**config.mk**
```make
export PLATFORM = sky130hd
export DESIGN_NAME = bcd_byte_alu
export DESIGN_NICKNAME = d
export VERILOG_FILES = /design/src/rtl/bcd_alu_pkg.sv /design/src/rtl/bcd_add_unit.sv /design/src/rtl/bcd_sub_unit.sv /design/src/rtl/bcd_neg_unit.sv /design/src/rtl/bcd_byte_alu.sv
export SDC_FILE = /design/constraint.sdc
export NUM_CORES = 1
export LEC_CHECK = 0
export BUFFER_PORTS_ARGS = -buffer_cell sky130_fd_sc_hd__buf_4
export CELL_PAD_IN_SITES_DETAIL_PLACEMENT = 0
export CELL_PAD_IN_SITES_GLOBAL_PLACEMENT = 1
export CORE_ASPECT_RATIO = 1.5
export CORE_MARGIN = 10
export CORE_UTILIZATION = 50
export CTS_BUF_LIST = sky130_fd_sc_hd__clkbuf_4 sky130_fd_sc_hd__clkbuf_8
export CTS_CLUSTER_DIAMETER = 150
export CTS_CLUSTER_SIZE = 28
export DETAILED_ROUTE_END_ITERATION = 7
export PLACE_DENSITY = 0.86
export SLEW_MARGIN = 20
export SYNTH_ARGS = -nofsm -noshare
export SYNTH_HDL_FRONTEND = slang
export SYNTH_SLANG_ARGS = --single-unit
```
**constraint.sdc**
```tcl
create_clock -name clk -period 10.9 [get_ports clk]
set_input_delay 1.09 -clock clk [delete_from_list [all_inputs] [get_ports clk]]
set_output_delay 1.09 -clock clk [all_outputs]
set_load 0.01 [all_outputs]
```
**src/rtl/bcd_alu_pkg.sv**
```systemverilog
// Shared widths, constants and operation codes for the packed BCD byte unit.
// Assumes one byte holds two 4-bit digits; intermediates are kept WIDE_W bits.
package bcd_alu_pkg;
    localparam int BYTE_W = 8;
    localparam int NIB_W  = BYTE_W / 2;
    localparam int WIDE_W = BYTE_W + 2;
    localparam int OP_W   = 2;

    localparam logic [WIDE_W-1:0] LO_FIX   = WIDE_W'(6);
    localparam logic [WIDE_W-1:0] HI_FIX   = WIDE_W'(6) << NIB_W;
    localparam logic [WIDE_W-1:0] HI_LIMIT = WIDE_W'(9) << NIB_W;
    localparam logic [WIDE_W-1:0] LO_LIMIT = WIDE_W'(9);

    typedef enum logic [OP_W-1:0] {
        OP_ADD  = 2'd0,
        OP_SUB  = 2'd1,
        OP_NEG  = 2'd2,
        OP_RSVD = 2'd3
    } bcd_op_e;

    typedef struct packed {
        logic [BYTE_W-1:0] res;
        logic              c;
        logic              v;
    } bcd_out_t;
endpackage

```
**src/rtl/bcd_add_unit.sv**
```systemverilog
// Decimal add with extend: low digit corrected first, then the high digit.
// Assumes nothing about digit validity; binary correction rules apply always.
module bcd_add_unit
    import bcd_alu_pkg::*;
(
    input  logic [BYTE_W-1:0] src,
    input  logic [BYTE_W-1:0] dst,
    input  logic              x,
    output bcd_out_t          out
);
    localparam logic [WIDE_W-1:0] HI_MASK = {{(WIDE_W-NIB_W){1'b1}}, {NIB_W{1'b0}}};

    logic [WIDE_W-1:0] lo_sum, hi_sum, raw, step1, fin;
    logic              carry;

    // Partial sums, correction chain and flag derivation.
    always_comb begin
        lo_sum = WIDE_W'(src[NIB_W-1:0]) + WIDE_W'(dst[NIB_W-1:0]) + WIDE_W'(x);
        hi_sum = WIDE_W'({src[BYTE_W-1:NIB_W], {NIB_W{1'b0}}})
               + WIDE_W'({dst[BYTE_W-1:NIB_W], {NIB_W{1'b0}}});
        raw    = hi_sum + lo_sum;
        step1  = (lo_sum > LO_LIMIT) ? raw + LO_FIX : raw;
        carry  = (step1 & HI_MASK) > HI_LIMIT;
        fin    = carry ? step1 + HI_FIX : step1;
        out.res = fin[BYTE_W-1:0];
        out.c   = carry;
        out.v   = !raw[BYTE_W-1] && fin[BYTE_W-1];
    end
endmodule

```
**src/rtl/bcd_sub_unit.sv**
```systemverilog
// Decimal subtract with extend (dst - src - x) using borrow-driven corrections.
// Assumes modulo-2^WIDE_W arithmetic matches the required borrow bits.
module bcd_sub_unit
    import bcd_alu_pkg::*;
(
    input  logic [BYTE_W-1:0] src,
    input  logic [BYTE_W-1:0] dst,
    input  logic              x,
    output bcd_out_t          out
);
    logic [WIDE_W-1:0] lo_dif, hi_dif, raw, step1, fin, bin_dif, c_dif;
    logic              lo_fire, borrow;

    // Partial differences, ordered corrections and flag derivation.
    always_comb begin
        lo_dif  = WIDE_W'(dst[NIB_W-1:0]) - WIDE_W'(src[NIB_W-1:0]) - WIDE_W'(x);
        hi_dif  = WIDE_W'({dst[BYTE_W-1:NIB_W], {NIB_W{1'b0}}})
                - WIDE_W'({src[BYTE_W-1:NIB_W], {NIB_W{1'b0}}});
        raw     = hi_dif + lo_dif;
        lo_fire = |lo_dif[BYTE_W-1:NIB_W];
        step1   = lo_fire ? raw - LO_FIX : raw;
        bin_dif = WIDE_W'(dst) - WIDE_W'(src) - WIDE_W'(x);
        borrow  = bin_dif[BYTE_W];
        fin     = borrow ? step1 - HI_FIX : step1;
        c_dif   = bin_dif - (lo_fire ? LO_FIX : '0);
        out.res = fin[BYTE_W-1:0];
        out.c   = |c_dif[WIDE_W-1:BYTE_W];
        out.v   = raw[BYTE_W-1] && !fin[BYTE_W-1];
    end
endmodule

```
**src/rtl/bcd_neg_unit.sv**
```systemverilog
// Decimal negate with extend (0 - src - x); produces no overflow of its own.
// Assumes the caller retains the previous overflow flag.
module bcd_neg_unit
    import bcd_alu_pkg::*;
(
    input  logic [BYTE_W-1:0] src,
    input  logic              x,
    output bcd_out_t          out
);
    localparam logic [WIDE_W-1:0] HI_MASK = {{(WIDE_W-BYTE_W-1){1'b0}}, {(BYTE_W+1-NIB_W){1'b1}}, {NIB_W{1'b0}}};

    logic [WIDE_W-1:0] lo_neg, lo_adj, hi_neg, val, fin;
    logic              carry;

    // Low digit fix before combining, then high digit fix.
    always_comb begin
        lo_neg = '0 - WIDE_W'(src[NIB_W-1:0]) - WIDE_W'(x);
        lo_adj = (lo_neg > LO_LIMIT) ? lo_neg - LO_FIX : lo_neg;
        hi_neg = '0 - WIDE_W'({src[BYTE_W-1:NIB_W], {NIB_W{1'b0}}});
        val    = hi_neg + lo_adj;
        carry  = (val & HI_MASK) > HI_LIMIT;
        fin    = carry ? val - HI_FIX : val;
        out.res = fin[BYTE_W-1:0];
        out.c   = carry;
        out.v   = 1'b0;
    end
endmodule

```
**src/rtl/bcd_byte_alu.sv**
```systemverilog
// Top of the packed BCD byte unit: selects one of three arithmetic cores,
// derives N/Z/X and registers everything on a start edge with a done pulse.
// Assumes inputs are stable around the rising edge; reset is synchronous.
module bcd_byte_alu
    import bcd_alu_pkg::*;
(
    input  logic              clk,
    input  logic              rst_n,
    input  logic              start_i,
    input  logic [OP_W-1:0]   op_i,
    input  logic [BYTE_W-1:0] src_i,
    input  logic [BYTE_W-1:0] dst_i,
    input  logic              x_i,
    input  logic              z_i,
    output logic [BYTE_W-1:0] result_o,
    output logic              flag_x_o,
    output logic              flag_n_o,
    output logic              flag_z_o,
    output logic              flag_v_o,
    output logic              flag_c_o,
    output logic              done_o
);
    bcd_out_t add_o, sub_o, neg_o, sel_o;
    logic     keep_v;

    bcd_add_unit u_add (.src(src_i), .dst(dst_i), .x(x_i), .out(add_o));
    bcd_sub_unit u_sub (.src(src_i), .dst(dst_i), .x(x_i), .out(sub_o));
    bcd_neg_unit u_neg (.src(src_i), .x(x_i), .out(neg_o));

    // Pick the core output; reserved code falls back to add.
    always_comb begin
        keep_v = 1'b0;
        unique case (bcd_op_e'(op_i))
            OP_SUB:  sel_o = sub_o;
            OP_NEG:  begin sel_o = neg_o; keep_v = 1'b1; end
            default: sel_o = add_o;
        endcase
    end

    // Register result and flags on start; pulse done for one cycle.
    always_ff @(posedge clk) begin
        if (!rst_n) begin
            result_o <= '0;
            flag_x_o <= 1'b0;
            flag_n_o <= 1'b0;
            flag_z_o <= 1'b0;
            flag_v_o <= 1'b0;
            flag_c_o <= 1'b0;
            done_o   <= 1'b0;
        end else begin
            done_o <= start_i;
            if (start_i) begin
                result_o <= sel_o.res;
                flag_c_o <= sel_o.c;
                flag_x_o <= sel_o.c;
                flag_n_o <= sel_o.res[BYTE_W-1];
                flag_z_o <= z_i && (sel_o.res == '0);
                if (!keep_v) flag_v_o <= sel_o.v;
            end
        end
    end
endmodule

```
* Yosys cells after proc, flatten, opt, wreduce, memory -nomap -nowiden *
Cells that the tools add are included.

cells by class
  $add $sub $neg = 21
  magnitude comparators = 4
  equality and inequality tests = 2
  multiplexer cells = 9
  bitwise logic cells = 1
  reduce and logical (&&, ||, !) cells = 9

operators by type and width
  operator                 count
  $mux W8                  4
  $gt A10 B4 Y1 const B    2
  $pmux W10 S2             1
  $sub A10 B1 Y10          2
  $sub A8 B7 Y8 const B    2
  $add A10 B1 Y10          1
  $add A10 B10 Y10         1
  $add A10 B3 Y10 const B  1
  $gt A10 B8 Y1 const B    1
  $mux W10                 1
  $sub A10 B10 Y10         1
  $add A8 B8 Y9            1
  $add A9 B9 Y9            1
  $gt A9 B8 Y1 const B     1
  $mux W9                  1
  $sub A1 B8 Y9 const A    1
  $sub A8 B8 Y9            1
  $sub A9 B3 Y9 const B    1
  $add A8 B7 Y8 const B    1
  $add A8 B8 Y8            1
  $logic_not A8 Y1         1
  $sub A8 B1 Y8            1
  $sub A8 B3 Y8 const B    1
  $sub A8 B8 Y8            1
  other kinds (13)         16

word-level totals
  flip-flop bits (word level) = 13
  word-level logic and storage cells = 52

* Depth between registers and ports, before layout *
Gate-level depths: netlist of run 1.

  word-level depth = 12
  mapped depth = 26

* Hierarchy *
A second synthesis of run 1 with hierarchy kept.

unflattened totals
  cells, all modules = 439
  area total of the unflattened synthesis = 3477.1 µm²

modules (own cells, without submodules)
  module        instances  cells an instance  area an instance (µm²)  seq. area each (µm²)
  bcd_sub_unit  1          166                1293.7                  0.0
  bcd_neg_unit  1          105                747.0                   0.0
  bcd_add_unit  1          88                 719.4                   0.0
  bcd_byte_alu  1          80                 716.9                   240.2

* Least setup slack after synthesis of run 1 *
No wires, ideal clock.

  kind = input to register
  start = in src_i[1]
  end = reg flag_z_o
  library setup time = 88 ps
  arrival = 5408 ps
  required time = 10812 ps
  slack = 5403 ps
  cell stages on the path = 24
  cells stage by stage = inv_1 -> ha_1 -> nor3b_1 -> ha_1 -> nor4bb_1 -> and2_1 -> nor2_1 -> mux2_2 -> inv_1 -> ha_1 -> o21a_1 -> o21a_1 -> nor2_1 -> inv_1 -> ha_1 -> inv_1 -> o21ai_0 -> o31ai_1 -> o221ai_1 -> a211oi_2 -> xnor2_1 -> a221oi_1 -> o21ai_0 -> o32ai_2

on the way
  longest elaborated chain between the ends = 10

RTL lines
  what                                      RTL line                                                    RTL
  start: declaration                        bcd_byte_alu.sv:11                                          input logic [BYTE_W-1:0] src_i,
  $add A4 B4 Y5 (tied with other cells)     bcd_add_unit.sv:18                                          lo_sum = WIDE_W'(src[NIB_W-1:0]) + WIDE_W'(dst[NIB_W-1:0]) + WIDE_W'(x);
  $add A10 B1 Y10 (tied with other cells)   bcd_add_unit.sv:18
  $add A10 B10 Y10 (tied with other cells)  bcd_add_unit.sv:21                                          raw = hi_sum + lo_sum;
  $add A10 B3 Y10 (tied with other cells)   bcd_add_unit.sv:22                                          step1 = (lo_sum > LO_LIMIT) ? raw + LO_FIX : raw;
  $mux W10 (tied with other cells)          bcd_add_unit.sv:22
  $add A8 B7 Y8 (tied with other cells)     bcd_add_unit.sv:24                                          fin = carry ? step1 + HI_FIX : step1;
  $mux W8 (on tied branches)                bcd_add_unit.sv:24, bcd_neg_unit.sv:22, bcd_sub_unit.sv:24
  $pmux W10 S2 (*)                          bcd_byte_alu.sv:33                                          unique case (bcd_op_e'(op_i))
  $logic_not A8 Y1 (*)                      bcd_byte_alu.sv:57                                          flag_z_o <= z_i && (sel_o.res == '0);
  $logic_and A1 B1 Y1 (*)                   bcd_byte_alu.sv:57
  end signal: assignment                    bcd_byte_alu.sv:57
  end: declaration                          bcd_byte_alu.sv:18                                          output logic flag_z_o,

Every way passes the cells marked *; elsewhere a longest branch is shown, timed or not.
A chain may end at the register's enable or synchronous reset.

* Worst setup path after layout of run 1 *
Ends and elaborated chain as after synthesis.

==> flow_summary.toml, run 1 <==
[run_status]
status = "finished clean"

[power_and_ir_drop]
swShare = 0.482
pwr-share-comb = 0.796
peakVddDrop_mv = 0.0973
p_per_area_nw_per_um2 = 120
p_leak_nw = 1.72
power_frac_seq = 0.116
p_int_uw = 237
switchingPower_uw = 221
power_uw = 458
p_clk_frac = 0.088

[worst_setup_path]
crit_slowest_cell = "nor3b_1"
critical-path-max-stage-delay_ns = 0.48
crit_path_start_kind = "input port"
crit_required_ns = 11.06
worstPathArrival_ns = 6.36
worstSetupPathType = "in -> reg"
path_buf_inv = 5
end_kind = "flip-flop"
crit_fanout = 7
critPathTopFamily = "compound AO/OA/AOI/OAI gates"

[placed_design]
portBuffers = 36
placed_area_um2 = 3780
dp.cells = 543
gp_congestion = 0.874
hpwl_mm = 7.96

[final_layout]
fillers = 688
design_area_um2 = 3820
synthToLayoutAreaGrowth_pct = 9.93
final_layout_size_suffix_gt1_frac = 0.137
mostFrequentLayoutCell = "ha_1"
stdcell_count = 546
final_cell_mix = "51 x ha_1, 43 x inv_1, 36 x buf_4, 28 x a21oi_1"
layout.nets = 551
fin_util = 0.562
n_antenna_cell = 0

[logic_synthesis]
syn_inst = 442
netlist_area_um2 = 3480
ys_seq_elements = 12
synth_nets = 523
ys.flop_type = "dfxtp_1"
syn_avg_cell_area_um2 = 7.87
ys_warn_count = 0
synth_cell_types = 75
synth_seq_area_share = 0.0691
async_flop_share = 0
synth_edf_count = 0

[timing]
worst_slew_pin_slew_ns = 0.681
layout_min_cycle_time_ns = 6.21
grt_setup_unrepaired = "false"
setup_violations = 0
finalSetupTns_ns = 0
hold_viol = 0
fin_skew_ns = 0
timing.fmax_mhz = 161
slew_viol_final = 0
timing.final.crit_share = 0.570
relSlewSlack = 0.540

[floorplanning]
start_util = 0.511
die_w_um = 88.1
coreArea_um2 = 6810
std_cell_rows = 37
io_pins = 37
die_y_um = 122
dieArea_um2 = 10800

[detailed_routing]
num_vias = 3251
wl_per_cell_um = 17.0
drtAntennaViolNets = 0
dr.first_iter.drc_count = 165
drt_first_pass_iters = 4
wl_mm = 9.27
drc = 0
viasPerCell = 5.95

[clock_tree]
tritoncts = "yes"
cts_made_buffers = 3
cts_buffer_depth = 2
clockRootBuffer = "clkbuf_8"
cts_resized = 0
postCtsSetupRepairBufs = 0
cts_hold_buf = 0
clkTransAtPathRegs_ns = 0.05
h-tree-depth = 1
clock-sinks = 12
clk_latency_ns = 0.24

[global_routing]
antenna_found_initial = 0
gr-usage-all-layers = 0.172
grt_start_max_net_pins = 18
grt_overflow = 0
grt_pass1_vias = 3190
grt_pass1_wl_mm = 15.3

[worst_hold_path]
min_path_type = "reg -> reg"

[run]
max_cap_violations = 0
## cells in the mapped netlist, drive strengths merged, types with 9 or more instances
master	number	share of area
xnor2	25	0.065
nor2b	15	0.027
xor2	9	0.023
a21oi	28	0.040
o21ai	14	0.020
nand2	27	0.029
nor2	27	0.029
inv	44	0.047
ha	51	0.18
dfxtp	12	0.069
mux2i	14	0.040
## cell families (layout without fill, tap and decap cells)
kind of cell | count (synthesis) | in the layout | share of synthesized area
AO/OA/AOI/OAI | 110 | 110 | 0.230
XOR/XNOR | 38 | 38 | 0.114
adder cells (fa/ha/maj) | 58 | 58 | 0.224
buffers and inverters | 57 | 83 | 0.0658
flip-flops | 12 | 12 | 0.0691
multiplexers | 21 | 21 | 0.0629
AND/OR/NAND/NOR | 146 | 146 | 0.235
## worst reg2reg max path, stage by stage (launching register included)
cell and delay [ns]:
dfxtp_1 0.32, o21ai_0 0.13, o21ba_2 0.16
## final timing paths
path                     from          end  slack [ns]  cells past startpoint
setup / recovery     src_i[1]     flag_z_o        4.69                     25
hold reg to reg      flag_z_o     flag_z_o        0.50                      2
setup reg to reg  result_o[7]  result_o[7]       10.18                      2
hold / removal       flag_z_o     flag_z_o        0.50                      2
## power by group through the flow
stage | clock network, mW | logic [mW] | registers, mW
2_1_floorplan | 0 | 0.276 | 0.0563
3_3_place_gp | 0 | 0.357 | 0.0537
3_5_place_dp | 0 | 0.363 | 0.0538
4_1_cts | 0.0407 | 0.366 | 0.0531
5_1_grt | 0.0419 | 0.407 | 0.0537
6_report | 0.0401 | 0.364 | 0.0532
## routing by layer
layer | wire, um | vias up | track usage
li1 | - | 1655 | -
met1 | 3850 | 1501 | 0.193
met2 | 4710 | 81 | 0.318
met3 | 493 | 14 | 0.0281
met4 | 220 | 0 | 0.0482
met5 | 0 | - | 0
## registers in the layout, indices dropped and copies added (netlist names)
register and cells:
flag_c_o 1, flag_v_o 1, done_o 1, result_o 8
flag_z_o 1
## per-stage QoR
step | hold slack (ns) | worst slack [ns]
6_report | 0.502 | 4.69
5_1_grt | 0.520 | 4.16
4_1_cts | 0.503 | 4.68
3_5_place_dp | 0.490 | 4.45
3_3_place_gp | 0.486 | 4.55
2_1_floorplan | 0.510 | 5.40
## area by class of cell
type | instances | area (um2) | area share
Clock buffer | 3 | 41.3 | 0.0108
Inverter | 44 | 165 | 0.0432
Multi-Input combinational cell | 373 | 3010 | 0.787
Sequential cell | 12 | 240 | 0.0628
Tap cell | 78 | 97.6 | 0.0255
Timing Repair Buffer | 36 | 270 | 0.0707
Note: power is estimated with default switching activity, not from simulation.
==> run 2, diff against run 1 <==
--- a/config.mk
+++ b/config.mk
@@ -10,12 +10,12 @@
 export CELL_PAD_IN_SITES_GLOBAL_PLACEMENT = 1
 export CORE_ASPECT_RATIO = 1.5
 export CORE_MARGIN = 10
-export CORE_UTILIZATION = 50
+export CORE_UTILIZATION = 42
 export CTS_BUF_LIST = sky130_fd_sc_hd__clkbuf_4 sky130_fd_sc_hd__clkbuf_8
 export CTS_CLUSTER_DIAMETER = 150
 export CTS_CLUSTER_SIZE = 28
 export DETAILED_ROUTE_END_ITERATION = 7
-export PLACE_DENSITY = 0.86
+export PLACE_DENSITY = 0.76
 export SLEW_MARGIN = 20
 export SYNTH_ARGS = -nofsm -noshare
 export SYNTH_HDL_FRONTEND = slang
==> constraint.sdc (replaced) <==
create_clock -name clk -period 5.5 [get_ports clk]
set_input_delay 0.55 -clock clk [delete_from_list [all_inputs] [get_ports clk]]
set_output_delay 0.55 -clock clk [all_outputs]
set_load 0.01 [all_outputs]
==> run 2 against run 1 <==
  * Highest routed layer unchanged
  * Largest cell class unchanged
  * Clock skew unchanged
  * Worst hold slack is essentially flat
  * Global-route usage shrank 1.9 points
  * Non-clock buffer count grew 14
  * Sequential share of layout area fell by 0.26 points
  * Design area rose by 4.4%
  * Routed wire length increased by 5.4%
  * Critical path depth is 1 lower
  * Core utilization fell by 6.7 points
  * Worst setup slack got worse by 4.3 ns
  * Via count up 0.80%
  * Final cell count rose by 7.7%
==> flow_summary.toml, run 2 (same netlist as run 1, synthesis figures left out) <==
[detailed_routing]
drt_first_pass_iters = 4
drc = 0
drtAntennaViolNets = 0
wl_mm = 9.77
num_vias = 3277
wl_per_cell_um = 16.6
viasPerCell = 5.57
dr.first_iter.drc_count = 122

[clock_tree]
clkTransAtPathRegs_ns = 0.05
tritoncts = "yes"
postCtsSetupRepairBufs = 0
cts_made_buffers = 3
cts_resized = 0
cts_hold_buf = 0
h-tree-depth = 1
clk_latency_ns = 0.24
clockRootBuffer = "clkbuf_8"
clock-sinks = 12
cts_buffer_depth = 2

[final_layout]
layout.nets = 565
register_area_um2 = 240
multiInputGateArea_um2 = 3020
n_antenna_cell = 0
largest_register_ffs = 8
synthToLayoutAreaGrowth_pct = 14.7
final_layout_size_suffix_gt1_frac = 0.168
fillers = 820
mostFrequentLayoutCell = "ha_1"
largest-register = "result_o"
final_cell_mix = "51 x ha_1, 50 x buf_4, 43 x inv_1, 28 x a21oi_1"

[power_and_ir_drop]
peakVddDrop_mv = 0.180
p_leak_nw = 1.81
p_per_area_nw_per_um2 = 240
power_uw = 959

[timing]
finalSetupTns_ns = 0
worst_slew_pin_slew_ns = 0.572
fin_skew_ns = 0
hold_slack_ns = 0.502
relSlewSlack = 0.615
grt_setup_unrepaired = "false"
hold_viol = 0
slew_viol_final = 0
timing.final.crit_share = 0.935
setup_violations = 0
layout_min_cycle_time_ns = 5.14
timing.fmax_mhz = 194

[global_routing]
antenna_found_initial = 0
grt_pass1_vias = 3268
grt_start_max_net_pins = 14
grt_pass1_wl_mm = 15.8
grt_overflow = 0
gr-usage-all-layers = 0.153

[worst_setup_path]
crit_fanout = 6
crit_required_ns = 5.66
worstPathArrival_ns = 5.30
path_cells = "buf_4 > ha_1 > inv_1 > fa_1 > inv_1 > ha_1 > nand3b_1 > mux2_2 > xnor2_2 > fa_1 > inv_1 > ha_1 > o21ai_0 > o21bai_1 > a21oi_1 > xor2_1 > xnor2_1 > ha_1 > nor2b_1 > mux2_2 > xnor3_1 > a32oi_1 > o21bai_1 > o32ai_2"
end_kind = "flip-flop"
cpMostUsedCell = "ha_1"
crit_slowest_cell = "fa_1"
worstSetupPathType = "in -> reg"
critical-path-max-stage-delay_ns = 0.55
crit_path_start_kind = "input port"

[floorplanning]
dieArea_um2 = 12400
start_util = 0.432
die_y_um = 131
io_pins = 37
coreArea_um2 = 8060
die_w_um = 94.3
std_cell_rows = 40

[placed_design]
gp_congestion = 0.828
hpwl_mm = 8.41
portBuffers = 36

[run]
max_cap_violations = 0

[run_status]
status = "finished clean"

[worst_hold_path]
min_path_type = "reg -> reg"
[run 2: cell count changes in the layout (fill, tap and decap cells not counted)]
cell and change:
xnor2_2 +2, clkbuf_8 +1, buf_4 +14, xnor2_1 -2
[run 2: area by class of cell]
type,count,share of cell area
Clock buffer,4,0.0138
Multi-Input combinational cell,373,0.758
Tap cell,105,0.0329
Sequential cell,12,0.0602
Timing Repair Buffer,50,0.0940
Inverter,44,0.0414
[run 2: layer usage]
metal  up-vias  wire (um)  global-route usage
met4         0         98              0.0314
met2        55       5090               0.276
met5         -          0                   0
met1      1535       4140               0.180
li1       1681          -                   -
met3         6        442              0.0245
[run 2: through the flow]
stage,setup WS [ns],utilization,instances,area (um2)
floorplan,0.543,-,442,3480
global placement,0.139,0.487,584,3920
detailed placement,0.0687,0.487,584,3920
CTS,0.315,0.493,588,3980
global route,0.0346,0.495,588,3990
finish,0.358,0.495,588,3990
[run 2: critical path, delay by kind of cell]
| family | cells | cell delay [ns] |
|---|---|---|
| fa+ha+maj | 6 | 1.95 |
| mux | 2 | 0.60 |
| xor+xnor | 4 | 0.76 |
| simple gates | 2 | 0.15 |
| compound gates | 6 | 0.88 |
| buf+inv | 4 | 0.39 |
[run 2: power by group]
part	leakage (nW)	switching, mW	total [mW]	internal (mW)
clock network	0.0288	0.0340	0.0973	0.0633
registers	0.0989	0.00596	0.105	0.0988
logic	1.68	0.413	0.757	0.344
[run 2: final timing paths]
path / depth (start not counted) / slack (ns) / endpoint / startpoint
worst max-delay path: 24 / 0.36 / flag_z_o / src_i[0]
worst min-delay path: 2 / 0.50 / flag_z_o / flag_z_o
worst max register to register: 2 / 4.78 / result_o[7] / result_o[7]
worst min register to register: 2 / 0.50 / flag_z_o / flag_z_o
